$ cat config.mk
export PLATFORM = sky130hd
export DESIGN_NAME = mbox_spi_slave
export DESIGN_NICKNAME = d
export VERILOG_FILES = /design/src/rtl/mbox_pkg.sv /design/src/rtl/mbox_wordbuf.sv /design/src/rtl/mbox_shifter.sv /design/src/rtl/mbox_seq.sv /design/src/rtl/mbox_spi_slave.sv
export SDC_FILE = /design/constraint.sdc
export NUM_CORES = 2
export LEC_CHECK = 0
export ABC_AREA = 0
export CORE_UTILIZATION = 57
export CTS_BUF_LIST = sky130_fd_sc_hd__clkbuf_4 sky130_fd_sc_hd__clkbuf_8 sky130_fd_sc_hd__clkbuf_16
export DETAILED_ROUTE_END_ITERATION = 7
export DONT_BUFFER_PORTS = 1
export PLACE_DENSITY = 0.73
export SLEW_MARGIN = 25
export SYNTH_ARGS = -nofsm -noshare
export SYNTH_HDL_FRONTEND = slang
export SYNTH_SLANG_ARGS = --single-unit
export TNS_END_PERCENT = 20
$ cat constraint.sdc
create_clock -name clk -period 3.9 [get_ports clk]
set_clock_uncertainty 0.1 [all_clocks]
set_input_delay 0.39 -clock clk [delete_from_list [all_inputs] [get_ports clk]]
set_output_delay 0.39 -clock clk [all_outputs]
set_load 0.01 [all_outputs]
$ cat src/rtl/mbox_pkg.sv
package mbox_pkg;

    localparam int STAT_RXRDY = 0;
    localparam int STAT_TXRDY = 1;

    typedef enum logic [2:0] {
        PH_IDLE,
        PH_STATUS,
        PH_LEN,
        PH_PAY,
        PH_DONE
    } phase_t;

    function automatic logic [7:0] status_byte(input logic txrdy, input logic rxrdy);
        logic [7:0] s;
        s = 8'h00;
        s[STAT_TXRDY] = txrdy;
        s[STAT_RXRDY] = rxrdy;
        return s;
    endfunction

endpackage

$ cat src/rtl/mbox_wordbuf.sv
module mbox_wordbuf #(
    parameter int ADDR_W = 6,
    parameter int DATA_W = 32
) (
    input  logic              clk,
    input  logic              we_i,
    input  logic [ADDR_W-1:0] waddr_i,
    input  logic [DATA_W-1:0] wdata_i,
    input  logic [ADDR_W-1:0] raddr_i,
    output logic [DATA_W-1:0] rdata_o
);
    localparam int DEPTH = 1 << ADDR_W;

    logic [DATA_W-1:0] mem_q [DEPTH];

    always_ff @(posedge clk) begin
        if (we_i) begin
            mem_q[waddr_i] <= wdata_i;
        end
    end

    assign rdata_o = mem_q[raddr_i];

endmodule

$ cat src/rtl/mbox_shifter.sv
module mbox_shifter (
    input  logic       clk,
    input  logic       rst_n,
    input  logic       sck_i,
    input  logic       mosi_i,
    input  logic       cs_n_i,
    input  logic [7:0] status_i,
    input  logic [7:0] next_i,
    output logic       miso_o,
    output logic       start_o,
    output logic       end_o,
    output logic       byte_done_o,
    output logic [7:0] rx_byte_o
);
    typedef struct packed {
        logic       sck;
        logic       cs_n;
        logic [2:0] bit_cnt;
        logic [7:0] rx_sh;
        logic [7:0] tx_sh;
    } shf_t;

    shf_t q, d;
    logic rise;

    always_comb begin
        d         = q;
        d.sck     = sck_i;
        d.cs_n    = cs_n_i;
        start_o   = q.cs_n & ~cs_n_i;
        end_o     = ~q.cs_n & cs_n_i;
        rise      = sck_i & ~q.sck & ~cs_n_i & ~start_o;
        byte_done_o = rise & (q.bit_cnt == 3'd7);
        rx_byte_o = {q.rx_sh[6:0], mosi_i};
        if (start_o) begin
            d.bit_cnt = 3'd0;
            d.rx_sh   = 8'h00;
            d.tx_sh   = status_i;
        end else if (rise) begin
            d.rx_sh   = {q.rx_sh[6:0], mosi_i};
            d.bit_cnt = q.bit_cnt + 3'd1;
            if (q.bit_cnt == 3'd7) begin
                d.tx_sh = next_i;
            end else begin
                d.tx_sh = {q.tx_sh[6:0], 1'b0};
            end
        end
        miso_o = q.tx_sh[7] & ~cs_n_i;
    end

    always_ff @(posedge clk or negedge rst_n) begin
        if (!rst_n) begin
            q <= '{sck: 1'b0, cs_n: 1'b1, bit_cnt: 3'd0, rx_sh: 8'h00, tx_sh: 8'h00};
        end else begin
            q <= d;
        end
    end

    AST_FRAME_ALIGN: assert property (@(posedge clk) disable iff (!rst_n)
        start_o |=> (q.bit_cnt == 3'd0));
    AST_STATUS_PAD: assert property (@(posedge clk) disable iff (!rst_n)
        start_o |=> (q.tx_sh[7:2] == 6'd0));

endmodule

$ cat src/rtl/mbox_seq.sv
module mbox_seq
    import mbox_pkg::*;
#(
    parameter int LEN_W  = 6,
    parameter int DATA_W = 32
) (
    input  logic              clk,
    input  logic              rst_n,
    input  logic              start_i,
    input  logic              end_i,
    input  logic              byte_done_i,
    input  logic [7:0]        rx_byte_i,
    output logic [7:0]        status_o,
    output logic [7:0]        next_o,
    input  logic              tx_we_i,
    input  logic              tx_go_i,
    input  logic [LEN_W-1:0]  tx_len_i,
    input  logic              rx_release_i,
    output logic              tx_mem_we_o,
    output logic [LEN_W-1:0]  tx_rd_addr_o,
    input  logic [DATA_W-1:0] tx_rd_data_i,
    output logic              rx_mem_we_o,
    output logic [LEN_W-1:0]  rx_wr_addr_o,
    output logic [DATA_W-1:0] rx_wr_data_o,
    output logic              tx_valid_o,
    output logic              rx_valid_o,
    output logic [LEN_W-1:0]  rx_len_o,
    output logic              rx_done_o
);
    localparam int BPW   = DATA_W / 8;
    localparam int KW    = $clog2(BPW);
    localparam int POS_W = LEN_W + KW;

    typedef struct packed {
        phase_t             phase;
        logic               adv_tx;
        logic               adv_rx;
        logic               m2s;
        logic               s2m;
        logic [LEN_W-1:0]   in_len;
        logic [LEN_W-1:0]   out_len;
        logic [LEN_W-1:0]   total;
        logic [POS_W-1:0]   pos;
        logic [DATA_W-1:0]  acc;
        logic               tx_valid;
        logic [LEN_W-1:0]   tx_len;
        logic               rx_valid;
        logic [LEN_W-1:0]   rx_len;
        logic               irq;
    } seq_t;

    seq_t q, d;
    logic [POS_W-1:0] np;
    logic [POS_W-1:0] end_pos;
    logic [7:0]       out_byte;

    function automatic logic [7:0] pick(input logic [DATA_W-1:0] w, input logic [KW-1:0] k);
        logic [7:0] r;
        r = 8'h00;
        for (int b = 0; b < BPW; b++) begin
            if (k == KW'(BPW - 1 - b)) begin
                r = w[b*8 +: 8];
            end
        end
        return r;
    endfunction

    always_comb begin
        d            = q;
        d.irq        = 1'b0;
        status_o     = status_byte(q.tx_valid, ~q.rx_valid);
        next_o       = 8'h00;
        tx_mem_we_o  = tx_we_i & ~q.tx_valid;
        rx_mem_we_o  = 1'b0;
        rx_wr_addr_o = q.pos[POS_W-1:KW];
        rx_wr_data_o = {q.acc[DATA_W-9:0], rx_byte_i};
        np           = (q.phase == PH_LEN) ? '0 : q.pos + 1'b1;
        end_pos      = {q.total, {KW{1'b0}}};
        tx_rd_addr_o = np[POS_W-1:KW];
        out_byte     = (np[POS_W-1:KW] < q.out_len) ? pick(tx_rd_data_i, np[KW-1:0]) : 8'h00;

        if (tx_go_i && !q.tx_valid) begin
            d.tx_valid = 1'b1;
            d.tx_len   = tx_len_i;
        end
        if (rx_release_i) begin
            d.rx_valid = 1'b0;
        end

        if (start_i) begin
            d.phase   = PH_STATUS;
            d.adv_tx  = q.tx_valid;
            d.adv_rx  = ~q.rx_valid;
            d.m2s     = 1'b0;
            d.s2m     = 1'b0;
            d.in_len  = '0;
            d.out_len = '0;
            d.total   = '0;
            d.pos     = '0;
        end else if (end_i) begin
            d.phase = PH_IDLE;
        end else if (byte_done_i) begin
            case (q.phase)
                PH_STATUS: begin
                    d.m2s = rx_byte_i[STAT_TXRDY] & q.adv_rx;
                    d.s2m = rx_byte_i[STAT_RXRDY] & q.adv_tx;
                    if (d.s2m) begin
                        d.out_len = q.tx_len;
                        next_o    = 8'(q.tx_len);
                    end
                    d.phase = PH_LEN;
                end
                PH_LEN: begin
                    d.in_len = q.m2s ? rx_byte_i[LEN_W-1:0] : '0;
                    d.total  = (d.in_len > q.out_len) ? d.in_len : q.out_len;
                    if (d.total == '0) begin
                        d.phase = PH_DONE;
                    end else begin
                        d.phase = PH_PAY;
                        next_o  = out_byte;
                    end
                end
                PH_PAY: begin
                    d.acc = {q.acc[DATA_W-9:0], rx_byte_i};
                    if ((q.pos[KW-1:0] == KW'(BPW - 1)) && (q.pos[POS_W-1:KW] < q.in_len)) begin
                        rx_mem_we_o = 1'b1;
                    end
                    d.pos = np;
                    if (np == end_pos) begin
                        d.phase = PH_DONE;
                        if (q.in_len != '0) begin
                            d.rx_valid = 1'b1;
                            d.rx_len   = q.in_len;
                            d.irq      = 1'b1;
                        end
                        if (q.out_len != '0) begin
                            d.tx_valid = 1'b0;
                        end
                    end else begin
                        next_o = out_byte;
                    end
                end
                default: begin
                    next_o = 8'h00;
                end
            endcase
        end
    end

    always_ff @(posedge clk or negedge rst_n) begin
        if (!rst_n) begin
            q       <= '0;
            q.phase <= PH_IDLE;
        end else begin
            q <= d;
        end
    end

    assign tx_valid_o = q.tx_valid;
    assign rx_valid_o = q.rx_valid;
    assign rx_len_o   = q.rx_len;
    assign rx_done_o  = q.irq;

    AST_RX_NO_CLOBBER: assert property (@(posedge clk) disable iff (!rst_n)
        rx_mem_we_o |-> !q.rx_valid);
    AST_RXV_STICKY: assert property (@(posedge clk) disable iff (!rst_n)
        (q.rx_valid && !rx_release_i) |=> q.rx_valid);
    AST_IRQ_SINGLE: assert property (@(posedge clk) disable iff (!rst_n)
        q.irq |=> !q.irq);
    AST_IRQ_WITH_DATA: assert property (@(posedge clk) disable iff (!rst_n)
        q.irq |-> (q.rx_valid && (q.rx_len != '0)));
    AST_TXV_HOLD: assert property (@(posedge clk) disable iff (!rst_n)
        (q.tx_valid && !(byte_done_i && q.phase == PH_PAY)) |=> q.tx_valid);
    AST_TXLEN_FROZEN: assert property (@(posedge clk) disable iff (!rst_n)
        (q.tx_valid && $past(q.tx_valid)) |-> $stable(q.tx_len));

endmodule

$ cat src/rtl/mbox_spi_slave.sv
module mbox_spi_slave #(
    parameter int LEN_W  = 6,
    parameter int DATA_W = 32
) (
    input  logic              clk,
    input  logic              rst_n,
    input  logic              spi_sck,
    input  logic              spi_mosi,
    input  logic              spi_cs_n,
    output logic              spi_miso,
    input  logic              tx_we,
    input  logic [LEN_W-1:0]  tx_addr,
    input  logic [DATA_W-1:0] tx_wdata,
    input  logic              tx_go,
    input  logic [LEN_W-1:0]  tx_len,
    output logic              tx_valid,
    input  logic [LEN_W-1:0]  rx_addr,
    output logic [DATA_W-1:0] rx_rdata,
    input  logic              rx_release,
    output logic              rx_valid,
    output logic [LEN_W-1:0]  rx_len,
    output logic              rx_done_irq
);
    logic              start_w, end_w, byte_done_w;
    logic [7:0]        rx_byte_w, status_w, next_w;
    logic              tx_mem_we_w, rx_mem_we_w;
    logic [LEN_W-1:0]  tx_rd_addr_w, rx_wr_addr_w;
    logic [DATA_W-1:0] tx_rd_data_w, rx_wr_data_w;

    mbox_shifter u_shf (
        .clk         (clk),
        .rst_n       (rst_n),
        .sck_i       (spi_sck),
        .mosi_i      (spi_mosi),
        .cs_n_i      (spi_cs_n),
        .status_i    (status_w),
        .next_i      (next_w),
        .miso_o      (spi_miso),
        .start_o     (start_w),
        .end_o       (end_w),
        .byte_done_o (byte_done_w),
        .rx_byte_o   (rx_byte_w)
    );

    mbox_seq #(.LEN_W(LEN_W), .DATA_W(DATA_W)) u_seq (
        .clk          (clk),
        .rst_n        (rst_n),
        .start_i      (start_w),
        .end_i        (end_w),
        .byte_done_i  (byte_done_w),
        .rx_byte_i    (rx_byte_w),
        .status_o     (status_w),
        .next_o       (next_w),
        .tx_we_i      (tx_we),
        .tx_go_i      (tx_go),
        .tx_len_i     (tx_len),
        .rx_release_i (rx_release),
        .tx_mem_we_o  (tx_mem_we_w),
        .tx_rd_addr_o (tx_rd_addr_w),
        .tx_rd_data_i (tx_rd_data_w),
        .rx_mem_we_o  (rx_mem_we_w),
        .rx_wr_addr_o (rx_wr_addr_w),
        .rx_wr_data_o (rx_wr_data_w),
        .tx_valid_o   (tx_valid),
        .rx_valid_o   (rx_valid),
        .rx_len_o     (rx_len),
        .rx_done_o    (rx_done_irq)
    );

    mbox_wordbuf #(.ADDR_W(LEN_W), .DATA_W(DATA_W)) u_txbuf (
        .clk     (clk),
        .we_i    (tx_mem_we_w),
        .waddr_i (tx_addr),
        .wdata_i (tx_wdata),
        .raddr_i (tx_rd_addr_w),
        .rdata_o (tx_rd_data_w)
    );

    mbox_wordbuf #(.ADDR_W(LEN_W), .DATA_W(DATA_W)) u_rxbuf (
        .clk     (clk),
        .we_i    (rx_mem_we_w),
        .waddr_i (rx_wr_addr_w),
        .wdata_i (rx_wr_data_w),
        .raddr_i (rx_addr),
        .rdata_o (rx_rdata)
    );

endmodule

==> flow_summary_export.csv <==
group,metric,value,unit
logic_synthesis,synthMostInstantiatedCell,"edfxtp_1",
die,die_height,538,µm
drt,top_layer,"met5",
logic_synthesis,synth_flop_type,"edfxtp_1",
min_path,timing.hold.worst.class,"in -> reg",
sta,worst_slew_margin_rel,-23.6,%
grt,grt_first_pass_wirelength,702000,µm
sta,finalHoldViolCount,0,
clocking,cts_tree,"done",
logic_synthesis,synth.area.top_cells,"edfxtp_1 75%, mux4_2 9.9%, nand2_1 3.2%, nand3_1 1.5%, dfrtp_1 1.4%",
cells_and_area,layout-drive-gt1-share,23.3,%
placed_design,detailed_place.area,0.174,mm²
logic_synthesis,synth_top_cell_by_area,"edfxtp_1",
die,core.rowCount,196,
drt,vias,96200,
critical_path,worst-setup-path-type,"reg -> reg",
sta,max_freq,251,MHz
grt,grt_overflow,0,
drt,drcViolationCount,1,
logic_synthesis,ys.warnings.count,0,
critical_path,crit_path_required_time,4.63,ns
pwr,leakage,59.4,nW
grt,antenna_found_initial,38,
logic_synthesis,post-synth-top-area-fraction,75.1,%
cells_and_area,area_delta_synth_final,15.6,%
logic_synthesis,synth_fp_nets,9149,
die,die_area,0.290,mm²
drt,drt-wirelength-per-cell,36.8,µm
sta,final.setup.worst_slack,-0.0807,ns
logic_synthesis,synth_async_sr_flop_share,2.17,%
die,initial_core_util,57.4,%
cells_and_area,post-route-cell-area,0.189,mm²
sta,final_worst_path_cycle_share,102,%
drt,drt_iter0_drc,15700,
logic_synthesis,synth.cells.most_frequent,"4096 x edfxtp_1, 1377 x nand2_1, 717 x mux4_2",
clocking,insertion_delay,0.93,ns
pwr,total_power,90.8,mW
critical_path,worstSetupStartpointType,"register",
clocking,tritoncts_num_sinks,4187,
logic_synthesis,synth.avg_cell_area,18.1,µm²
logic_synthesis,yosysSeqAreaShare,76.5,%
sta,report.final.slew_viol_count,226,
run,drv.max_cap_violation_count,0,
drt,ant_nets,0,
cells_and_area,num-nets-final,9682,
logic_synthesis,yosys_register_bits,4187,
drt,wl,505000,µm
logic_synthesis,postSynthCellCount,9070,
pwr,vdd_drop_max,558,µV
drt,met2WireLength,238000,µm
logic_synthesis,yosysUniqueCellTypes,86,
placed_design,gp_routability_congestion,0.963,
die,num_io_pins,100,
grt,via_count_of_the_first_global_routing_pass,94400,
clocking,cts.path.max_buffers,4,
sta,finalSetupViolations,5,
clocking,cts_root_buf,"clkbuf_16",
drt,avgViaCountPerCell,7.01,
placed_design,detailedPlace.worstSlack,-0.208,ns
clocking,cts_inserted_buffers,412,
die,die_width,538,µm
clocking,clock_input_transition_at_the_sequential_cells_of_the_worst_setup_and_hold_paths,0.06,ns
placed_design,placement.io_buffers,0,
drt,drt-met1-wl,166000,µm
pwr,pwr_density_cell,480,mW/mm²
placed_design,post-dp-hpwl,268000,µm
logic_synthesis,synth-edff-count,4096,
critical_path,critPathArrivalTime,4.71,ns
clocking,cts.htree.levels,5,
grt,grt_start_max_net_pins,513,
sta,timing_worst_slew_pin_value,1.85,ns
critical_path,critPathCaptureType,"register",
grt,grt_usage,34.7,%
status,run_status,"finished with violations",
drt,detailedRoute.firstPassIterationCount,8,
die,coreArea,0.285,mm²
critical_path,cp_max_fo,42,
drt,met3WireLength,63800,µm
sta,grt_setup_unrepaired,"yes",
sta,finalCriticalPeriod,3.98,ns
status,violations_in_the_final_reports,"design-rule violations, max-slew violations, negative setup slack",
logic_synthesis,cell_area_after_synthesis,0.164,mm²
sta,setup_tns,-0.249,ns
## layer usage
metal  vias up  track usage, %
li1      37400               -
met1     48700            42.9
met2      8296            55.3
met3      1833            8.42
met4        26            22.1
met5         -               0
## per-stage QoR
step,hold WS [ns],cells,utilization [%]
after floorplan,-0.00559,9070,-
after global placement,-0.00317,12800,60.8
after detailed placement,-0.00342,12800,60.8
after CTS,0.00403,13700,66.2
after global routing,0.0379,13700,66.3
final,0.0243,13700,66.3
## worst max-delay path, cell delays in order, from the launching register on
cell       delay, ns
dfrtp_1         0.47
and4_4          0.24
or4_4           0.61
clkinv_16       0.24
buf_12          0.21
buf_4           0.28
a211oi_1        0.14
a211oi_1        0.30
a21oi_1         0.07
o211ai_1        0.39
a221o_1         0.36
o31ai_4         0.19
a32oi_1         0.24
## power by group
part / leakage (nW) / internal [mW] / switching [mW]
Sequential: 37.1 / 49.0 / 0.0548
Clock: 6.80 / 23.2 / 16.9
Combinational: 15.5 / 0.636 / 1.04
## sequential cells by signal, summed over array words and instances (netlist names)
register / cells
u_rxbuf.mem_q: 2048
u_txbuf.mem_q: 2048
u_seq.q: 26
u_seq.rx_wr_data_o: 24
u_shf.q: 13
u_shf.rx_byte_o: 7
u_seq.end_pos: 6
u_seq.rx_len_o: 6
u_seq.rx_wr_addr_o: 6
u_seq.rx_done_o: 1
u_seq.rx_valid_o: 1
u_seq.tx_valid_o: 1
## cell usage in the layout, fill, tap and decap left out, types with 135 or more instances in the layout
cell / instances
clkbuf_16: 425
a21oi_1: 248
buf_12: 187
nor2_4: 135
edfxtp_1: 4096
mux2i_1: 186
buf_4: 392
nand2_1: 1376
nand3_1: 479
mux4_2: 717
## cell type report
class / count / area [µm²]
Sequential cell: 4187 / 125000
Fill cell: 18200 / 96100
Inverter: 36 / 169
Clock buffer: 531 / 11400
Timing Repair Buffer: 689 / 8590
Multi-Input combinational cell: 4277 / 37000
Antenna cell: 25 / 62.6
Clock inverter: 217 / 2160
Tap cell: 3762 / 4710
## path summary, 6_finish.rpt
path	start	endpoint	slack [ns]	cells after the start
worst max-delay path	u_seq.q[47]	u_shf.q[5]	-0.08	12
worst min-delay path	tx_addr[2]	u_txbuf.mem_q[34][18]	0.02	4
worst max register to register	u_seq.q[47]	u_shf.q[5]	-0.08	12
worst min register to register	u_seq.q[75]	u_seq.q[75]	0.43	1
max in group asynchronous	rst_n	u_seq.rx_wr_data_o[26]	2.57	4
min in group asynchronous	rst_n	u_seq.rx_len_o[0]	0.48	3
## logic make-up after synthesis
family                     Yosys count  synth area share (%)
adders and majority gates           21                 0.160
and+or+nand+nor                   2331                  6.22
xor gates and xnor gates            10                0.0580
buffers and inverters              606                  1.75
AOI/OAI and AO/OA                  949                  3.91
muxes                              966                  11.4
DFF                               4187                  76.5
## timing repair
action                      CTS  global route
resized for setup            12            18
hold buffers                 96             0
setup buffers                 3             1
cloned                        0             8
hold endpoints to repair   2265             0
setup endpoints to repair     4            25
pin swaps                     1             4
Note: power is estimated with default switching activity, not from simulation.
